## src/rtl/gpio_pkg.sv

```systemverilog
// Shared offsets and types for the GPIO bank.
// Assumes byte addressing with 32-bit aligned registers.
package gpio_pkg;

    localparam int unsigned BUS_W = 32;

    localparam int unsigned OFS_STAT    = 32'h00;
    localparam int unsigned OFS_EDGE    = 32'h04;
    localparam int unsigned OFS_RISE_EN = 32'h08;
    localparam int unsigned OFS_FALL_EN = 32'h0C;
    localparam int unsigned OFS_DATA    = 32'h20;
    localparam int unsigned OFS_DIR     = 32'h24;
    localparam int unsigned OFS_POL     = 32'h28;
    localparam int unsigned OFS_SET     = 32'h2C;
    localparam int unsigned OFS_CLR     = 32'h30;
    localparam int unsigned OFS_TGL     = 32'h34;

    typedef enum logic [2:0] {
        LATCH_HOLD,
        LATCH_LOAD,
        LATCH_SET,
        LATCH_CLR,
        LATCH_TGL
    } latch_op_e;

endpackage

```

## src/rtl/gpio_sync.sv

```systemverilog
// Multi-flop synchroniser for a vector of asynchronous pin levels.
// Assumes each bit is independent; no cross-bit coherence is promised.
module gpio_sync #(
    parameter int unsigned WIDTH  = 32,
    parameter int unsigned STAGES = 2
) (
    input  logic             clk,
    input  logic             rst_n,
    input  logic [WIDTH-1:0] async_in,
    output logic [WIDTH-1:0] sync_out
);

    logic [WIDTH-1:0] chain_q [STAGES];

    // Shift the pin levels through the flop chain.
    always_ff @(posedge clk) begin
        if (!rst_n) begin
            for (int i = 0; i < STAGES; i++) chain_q[i] <= '0;
        end else begin
            chain_q[0] <= async_in;
            for (int i = 1; i < STAGES; i++) chain_q[i] <= chain_q[i-1];
        end
    end

    assign sync_out = chain_q[STAGES-1];

endmodule

```

## src/rtl/gpio_out_latch.sv

```systemverilog
// Output latch with whole-word load and masked set, clear and toggle.
// Assumes at most one operation per cycle (the bus carries one address).
module gpio_out_latch
    import gpio_pkg::*;
#(
    parameter int unsigned WIDTH = 32
) (
    input  logic             clk,
    input  logic             rst_n,
    input  latch_op_e        op,
    input  logic [WIDTH-1:0] mask,
    output logic [WIDTH-1:0] latch_q
);

    logic armed_q;

    // Apply the requested latch operation.
    always_ff @(posedge clk) begin
        if (!rst_n) begin
            latch_q <= '0;
        end else begin
            unique case (op)
                LATCH_LOAD: latch_q <= mask;
                LATCH_SET:  latch_q <= latch_q | mask;
                LATCH_CLR:  latch_q <= latch_q & ~mask;
                LATCH_TGL:  latch_q <= latch_q ^ mask;
                default:    latch_q <= latch_q;
            endcase
        end
    end

    // Qualify history-based checks until a cycle after reset.
    always_ff @(posedge clk) begin
        if (!rst_n) armed_q <= 1'b0;
        else        armed_q <= 1'b1;
    end

    AST_SET_DRIVES_HIGH: assert property (@(posedge clk) disable iff (!rst_n || !armed_q)
        op == LATCH_SET |=> (latch_q & $past(mask)) == $past(mask));
    AST_SET_KEEPS_OTHERS: assert property (@(posedge clk) disable iff (!rst_n || !armed_q)
        op == LATCH_SET |=> (latch_q & ~$past(mask)) == ($past(latch_q) & ~$past(mask)));
    AST_CLR_DRIVES_LOW: assert property (@(posedge clk) disable iff (!rst_n || !armed_q)
        op == LATCH_CLR |=> (latch_q & $past(mask)) == '0);
    AST_CLR_KEEPS_OTHERS: assert property (@(posedge clk) disable iff (!rst_n || !armed_q)
        op == LATCH_CLR |=> (latch_q & ~$past(mask)) == ($past(latch_q) & ~$past(mask)));
    AST_TGL_FLIPS: assert property (@(posedge clk) disable iff (!rst_n || !armed_q)
        op == LATCH_TGL |=> latch_q == ($past(latch_q) ^ $past(mask)));
    AST_HOLD_STABLE: assert property (@(posedge clk) disable iff (!rst_n || !armed_q)
        op == LATCH_HOLD |=> $stable(latch_q));

endmodule

```

## src/rtl/gpio_edge_irq.sv

```systemverilog
// Per-line edge detector with sticky status and edge-kind record.
// Assumes level is already synchronised and polarity-corrected.
// A new event wins over a write-one-to-clear in the same cycle.
module gpio_edge_irq #(
    parameter int unsigned WIDTH = 32
) (
    input  logic             clk,
    input  logic             rst_n,
    input  logic [WIDTH-1:0] level,
    input  logic [WIDTH-1:0] rise_en,
    input  logic [WIDTH-1:0] fall_en,
    input  logic             clr_we,
    input  logic [WIDTH-1:0] clr_mask,
    output logic [WIDTH-1:0] status_q,
    output logic [WIDTH-1:0] edge_q
);

    logic [WIDTH-1:0] prev_q;
    logic [WIDTH-1:0] rise_hit;
    logic [WIDTH-1:0] fall_hit;
    logic [WIDTH-1:0] any_hit;
    logic [WIDTH-1:0] clr_eff;
    logic             armed_q;

    // Find enabled transitions against last cycle's level.
    always_comb begin
        rise_hit = level & ~prev_q & rise_en;
        fall_hit = ~level & prev_q & fall_en;
        any_hit  = rise_hit | fall_hit;
        clr_eff  = clr_we ? clr_mask : '0;
    end

    // Remember the level, latch status and record the edge kind.
    always_ff @(posedge clk) begin
        if (!rst_n) begin
            prev_q   <= '0;
            status_q <= '0;
            edge_q   <= '0;
        end else begin
            prev_q   <= level;
            status_q <= (status_q & ~clr_eff) | any_hit;
            edge_q   <= (edge_q & ~any_hit) | rise_hit;
        end
    end

    // Qualify history-based checks until a cycle after reset.
    always_ff @(posedge clk) begin
        if (!rst_n) armed_q <= 1'b0;
        else        armed_q <= 1'b1;
    end

    AST_RISE_RECORDED: assert property (@(posedge clk) disable iff (!rst_n || !armed_q)
        |rise_hit |=> (edge_q & status_q & $past(rise_hit)) == $past(rise_hit));
    AST_FALL_RECORDED: assert property (@(posedge clk) disable iff (!rst_n || !armed_q)
        |fall_hit |=> (edge_q & $past(fall_hit)) == '0);
    AST_NEW_STATUS_NEEDS_ENABLE: assert property (@(posedge clk) disable iff (!rst_n || !armed_q)
        ((status_q & ~$past(status_q)) & ~($past(rise_en) | $past(fall_en))) == '0);
    AST_W1C_CLEARS: assert property (@(posedge clk) disable iff (!rst_n || !armed_q)
        clr_we |=> (status_q & $past(clr_mask) & ~$past(any_hit)) == '0);
    AST_STATUS_STICKY: assert property (@(posedge clk) disable iff (!rst_n || !armed_q)
        !clr_we |=> (status_q & $past(status_q)) == $past(status_q));

endmodule

```

## src/rtl/gpio_bank.sv

```systemverilog
// GPIO bank: register decode, direction and polarity, output latch,
// input synchroniser and edge interrupts. Reads return one cycle later.
// Assumes N_LINES <= 32 and one bus request per cycle.
module gpio_bank
    import gpio_pkg::*;
#(
    parameter int unsigned N_LINES     = 32,
    parameter int unsigned ADDR_W      = 8,
    parameter int unsigned SYNC_STAGES = 2
) (
    input  logic               clk,
    input  logic               rst_n,
    input  logic               bus_valid,
    input  logic               bus_write,
    input  logic [ADDR_W-1:0]  bus_addr,
    input  logic [BUS_W-1:0]   bus_wdata,
    output logic [BUS_W-1:0]   bus_rdata,
    output logic               bus_rvalid,
    input  logic [N_LINES-1:0] pin_in,
    output logic [N_LINES-1:0] pin_out,
    output logic [N_LINES-1:0] pin_oe,
    output logic               irq
);

    localparam logic [ADDR_W-1:0] A_STAT = ADDR_W'(OFS_STAT);
    localparam logic [ADDR_W-1:0] A_EDGE = ADDR_W'(OFS_EDGE);
    localparam logic [ADDR_W-1:0] A_RISE = ADDR_W'(OFS_RISE_EN);
    localparam logic [ADDR_W-1:0] A_FALL = ADDR_W'(OFS_FALL_EN);
    localparam logic [ADDR_W-1:0] A_DATA = ADDR_W'(OFS_DATA);
    localparam logic [ADDR_W-1:0] A_DIR  = ADDR_W'(OFS_DIR);
    localparam logic [ADDR_W-1:0] A_POL  = ADDR_W'(OFS_POL);
    localparam logic [ADDR_W-1:0] A_SET  = ADDR_W'(OFS_SET);
    localparam logic [ADDR_W-1:0] A_CLR  = ADDR_W'(OFS_CLR);
    localparam logic [ADDR_W-1:0] A_TGL  = ADDR_W'(OFS_TGL);

    logic               wr_en;
    logic               rd_req;
    logic [N_LINES-1:0] mask;
    logic [N_LINES-1:0] dir_q;
    logic [N_LINES-1:0] pol_q;
    logic [N_LINES-1:0] rise_en_q;
    logic [N_LINES-1:0] fall_en_q;
    logic [N_LINES-1:0] latch_q;
    logic [N_LINES-1:0] pin_sync;
    logic [N_LINES-1:0] in_lvl;
    logic [N_LINES-1:0] status_q;
    logic [N_LINES-1:0] edge_q;
    logic [N_LINES-1:0] data_view;
    logic [BUS_W-1:0]   rd_word;
    logic               rd_unmapped;
    latch_op_e          latch_op;
    logic               armed_q;

    assign wr_en  = bus_valid && bus_write;
    assign rd_req = bus_valid && !bus_write;
    assign mask   = bus_wdata[N_LINES-1:0];

    // Control registers written by whole-word stores.
    always_ff @(posedge clk) begin
        if (!rst_n) begin
            dir_q     <= '0;
            pol_q     <= '0;
            rise_en_q <= '0;
            fall_en_q <= '0;
        end else if (wr_en) begin
            if (bus_addr == A_DIR)  dir_q     <= mask;
            if (bus_addr == A_POL)  pol_q     <= mask;
            if (bus_addr == A_RISE) rise_en_q <= mask;
            if (bus_addr == A_FALL) fall_en_q <= mask;
        end
    end

    // Map bus writes to the latch operation.
    always_comb begin
        latch_op = LATCH_HOLD;
        if (wr_en) begin
            unique case (bus_addr)
                A_DATA:  latch_op = LATCH_LOAD;
                A_SET:   latch_op = LATCH_SET;
                A_CLR:   latch_op = LATCH_CLR;
                A_TGL:   latch_op = LATCH_TGL;
                default: latch_op = LATCH_HOLD;
            endcase
        end
    end

    gpio_out_latch #(.WIDTH(N_LINES)) u_latch (
        .clk     (clk),
        .rst_n   (rst_n),
        .op      (latch_op),
        .mask    (mask),
        .latch_q (latch_q)
    );

    gpio_sync #(.WIDTH(N_LINES), .STAGES(SYNC_STAGES)) u_sync (
        .clk      (clk),
        .rst_n    (rst_n),
        .async_in (pin_in),
        .sync_out (pin_sync)
    );

    assign in_lvl = pin_sync ^ pol_q;

    gpio_edge_irq #(.WIDTH(N_LINES)) u_irq (
        .clk      (clk),
        .rst_n    (rst_n),
        .level    (in_lvl),
        .rise_en  (rise_en_q),
        .fall_en  (fall_en_q),
        .clr_we   (wr_en && (bus_addr == A_STAT)),
        .clr_mask (mask),
        .status_q (status_q),
        .edge_q   (edge_q)
    );

    assign pin_out   = latch_q ^ pol_q;
    assign pin_oe    = dir_q;
    assign irq       = |status_q;
    assign data_view = (dir_q & latch_q) | (~dir_q & in_lvl);

    // Select the register addressed by a read.
    always_comb begin
        rd_word     = '0;
        rd_unmapped = 1'b0;
        unique case (bus_addr)
            A_STAT:  rd_word = BUS_W'(status_q);
            A_EDGE:  rd_word = BUS_W'(edge_q);
            A_RISE:  rd_word = BUS_W'(rise_en_q);
            A_FALL:  rd_word = BUS_W'(fall_en_q);
            A_DATA:  rd_word = BUS_W'(data_view);
            A_DIR:   rd_word = BUS_W'(dir_q);
            A_POL:   rd_word = BUS_W'(pol_q);
            A_SET, A_CLR, A_TGL: rd_word = '0;
            default: rd_unmapped = 1'b1;
        endcase
    end

    // Register read data one cycle after the request.
    always_ff @(posedge clk) begin
        if (!rst_n) begin
            bus_rdata  <= '0;
            bus_rvalid <= 1'b0;
        end else begin
            bus_rvalid <= rd_req;
            if (rd_req) bus_rdata <= rd_word;
        end
    end

    // Qualify history-based checks until a cycle after reset.
    always_ff @(posedge clk) begin
        if (!rst_n) armed_q <= 1'b0;
        else        armed_q <= 1'b1;
    end

    AST_RESET_QUIET: assert property (@(posedge clk)
        $past(!rst_n) && armed_q == 1'b0 && rst_n |-> (pin_oe == '0 && !irq));
    AST_DIR_TO_OE: assert property (@(posedge clk) disable iff (!rst_n || !armed_q)
        wr_en && bus_addr == A_DIR |=> pin_oe == $past(mask));
    AST_READ_ONE_CYCLE: assert property (@(posedge clk) disable iff (!rst_n || !armed_q)
        bus_rvalid == $past(rd_req));
    AST_UNMAPPED_ZERO: assert property (@(posedge clk) disable iff (!rst_n || !armed_q)
        rd_req && rd_unmapped |=> bus_rdata == '0);
    AST_IRQ_CLEAR_DROPS: assert property (@(posedge clk) disable iff (!rst_n || !armed_q)
        $fell(irq) |-> $past(wr_en && bus_addr == A_STAT));

endmodule

```

## config.mk

```make
export PLATFORM = sky130hd
export DESIGN_NAME = gpio_bank
export DESIGN_NICKNAME = d
export VERILOG_FILES = /design/src/rtl/gpio_pkg.sv /design/src/rtl/gpio_sync.sv /design/src/rtl/gpio_out_latch.sv /design/src/rtl/gpio_edge_irq.sv /design/src/rtl/gpio_bank.sv
export SDC_FILE = /design/constraint.sdc
export NUM_CORES = 1
export LEC_CHECK = 0
export CORE_ASPECT_RATIO = 1.2
export CORE_MARGIN = 1.5
export CORE_UTILIZATION = 43
export CTS_CLUSTER_DIAMETER = 50
export CTS_CLUSTER_SIZE = 24
export DETAILED_ROUTE_END_ITERATION = 12
export GPL_TIMING_DRIVEN = 0
export SETUP_SLACK_MARGIN = 0.5
export SLEW_MARGIN = 20
export SYNTH_ARGS = -nofsm -noshare
export SYNTH_HDL_FRONTEND = slang
export SYNTH_SLANG_ARGS = --single-unit
```

## constraint.sdc

```tcl
create_clock -name clk -period 6 [get_ports clk]
set_input_delay 1.5 -clock clk [delete_from_list [all_inputs] [get_ports clk]]
set_output_delay 1.5 -clock clk [all_outputs]
set_load 0.005 [all_outputs]
```

==> summary.md <==
| Metric | Value |
|---|---|
| Synthesized area | 0.01689 mm² |
| Hold_buf cts | 0 |
| # rows | 79 |
| Max-slew headroom | 19.85% |
| Number of cells after detailed placement | 2,814 |
| WHS | 0.4221 ns |
| Drt initial violations | 1,895 |
| Die span in y | 220.1 µm |
| Number of I/O pins | 174 |
| PwrDens | 259.0 mW/mm² |
| Crit path DAT | 5.55 ns |
| Critical path required time | 6.46 ns |
| Root Driver | clkbuf_16 |
| Area share of the leading cell type in the synthesized netlist | 41.83% |
| CTS tree | built |
| Starting Density | 43.60% |
| Routed wire length | 70,480 µm |
| Max-cap violation count | 0 |
| Status | finished clean |
| Placed instance area | 0.01937 mm² |
| Setup crit end kind | flip-flop |
| Sum Neg Setup Slack | 0 ns |
| Synthesis-to-finish area growth | 22.24% |
| DRC errors left | 0 |
| Synthesized area per cell | 8.006 µm² |
| Hpwl dp | 48,970 µm |
| All-layer global routing usage | 34.50% |
| Hold WC Path Type | reg -> reg |
| First-pass DRT Iterations | 7 |
| First-pass GRT wire length | 102,000 µm |
| Initial antenna violation count | 1 |
| Fin crit period | 5.090 ns |
| CTS Sinks | 353 |
| Cells after Synth | 2,110 |
| Largest net degree at the start of global routing | 24 |
| Synth cell types | 59 |
| Nets | 2,467 |
| Clock Skew | 0.01574 ns |
| Core area | 0.03875 mm² |
| Total gr overflow | 0 |
| Setup violators final | 0 |
| Final Hold Viols | 0 |
| CTS Buffer Depth | 3 |
| DIE WIDTH | 183.9 µm |
| Syn_nets | 2,250 |
| YS warnings | 0 |
| Number of synthesized flops with an enable pin | 0 |
| H-tree levels | 2 |
| Vias after detailed routing | 16,937 |
| Setup crit start kind | primary input |
| RSZ-0062 raised after global routing | no |
| Non-filler instance count after layout | 2,878 |
| FF+latch count, synth | 353 |
| Type of the worst setup path | in -> reg |
| Worst-Margin Slew | 1.191 ns |
| Port buffer count | 173 |
| Post-synth top area cell | dfxtp_1 |
| Tcrit/Tclk final | 84.83% |
| Most numerous cell in the Yosys netlist | nand2_1 |
| Antenna Nets Post-Route | 0 |
| Design Power | 5.348 mW |
| Clock transition at path regs | 0.07 ns |
| Most used DFF post-synth | dfxtp_1 |
| Via-to-Cell Ratio | 5.885 |
| Top reg by flops | u_sync.chain_q |
| Clk_lat worst skew | 0.55 ns |
| Wire length per cell | 24.49 µm |
| Share of cells above drive strength 1 | 6.168% |
| Total CTS buffers | 37 |
| Asr flop ratio synth | 0% |
| Post-CTS Setup Bufs | 0 |
| Slew Limit Fails | 0 |
| Max reg flops | 64 |
| Seq/Total Area, Yosys | 41.83% |
| Die Area | 0.04049 mm² |
| Synth top cells by count | 386 x nand2_1, 353 x dfxtp_1, 290 x a21oi_1 |
| Leak pwr | 7.516 nW |
| Synth area leaders | dfxtp_1 42%, a21oi_1 8.6%, nand2_1 8.6% |
| DP Worst Slack | 0.6133 ns |
| Final core utilization | 53.29% |
| Fmax | 196.5 MHz |
| Resize count post-CTS | 0 |
| Gp weighted congestion | 0.9862 |
| Vias in the first global route | 16,175 |
| Highest net fanout along the worst path | 10 |
| Worst setup margin | 0.9104 ns |
| Post-route cell area | 0.02065 mm² |
| VDD IR max | 0.0002169 V |
-- worst paths after layout --
kind                             start                     to  slack [ns]  cells after the start
setup / recovery           bus_addr[3]           bus_rdata[4]        0.91                      9
hold reg to reg   u_sync.chain_q[0][9]  u_sync.chain_q[0][41]        0.42                      1
hold / removal    u_sync.chain_q[0][9]  u_sync.chain_q[0][41]        0.42                      1
setup reg to reg              pol_q[1]           bus_rdata[1]        4.25                      6
-- critical path: stages --
cell             delay (ns)
clkdlybuf4s50_1        0.58
buf_2                  0.24
clkbuf_1               0.79
buf_1                  0.82
nand3_1                0.44
clkbuf_1               0.54
o22ai_1                0.33
a21oi_1                0.10
o21ai_0                0.20
-- cells in the final DEF (no fill, tap or decap), drive strengths merged, types with 81 or more instances in the layout --
master,count
nand2,386
dfxtp,353
a21oi,291
nor2,180
clkdlybuf4s50,173
clkbuf,158
inv,95
and2,84
o21ai,81
-- cells by family (layout without fill, tap and decap cells) --
| family | after synthesis | in the layout | share of synthesized area [%] |
|---|---|---|---|
| AOI/OAI and AO/OA | 552 | 552 | 19.47 |
| xor gates and xnor gates | 78 | 78 | 4.044 |
| adders and majority gates | 64 | 64 | 4.740 |
| buffers and inverters | 228 | 469 | 5.222 |
| DFF | 353 | 353 | 41.83 |
| muxes | 69 | 69 | 4.259 |
| other | 0 | 1 | 0 |
| and+or+nand+nor | 766 | 766 | 20.44 |
-- cell type report --
cell class	instances	area, µm²
Antenna cell	1	2.502
Buffer	143	563.0
Clock buffer	40	957.2
Clock inverter	23	316.6
Fill cell	3723	18100
Inverter	85	319.1
Multi-Input combinational cell	1529	8997
Sequential cell	353	7067
Tap cell	526	658.1
Timing Repair Buffer	178	1768
-- layer usage --
metal  vias to the layer above  track usage [%]  part of all wire, %
li1                       7647                -                    -
met1                      8039            42.77                   39
met3                       260            6.842                   10
met4                         0            23.28                  7.5
met2                       991            54.32                   44
met5                         -                0                    0
-- power breakdown --
group	total (mW)	internal (mW)	leakage, nW	switching, mW
Clock	2.48	1.38	0.611	1.10
Sequential	2.43	2.39	2.86	0.0400
Combinational	0.436	0.151	4.04	0.285
No activity file was read; power rests on OpenSTA's default activity.
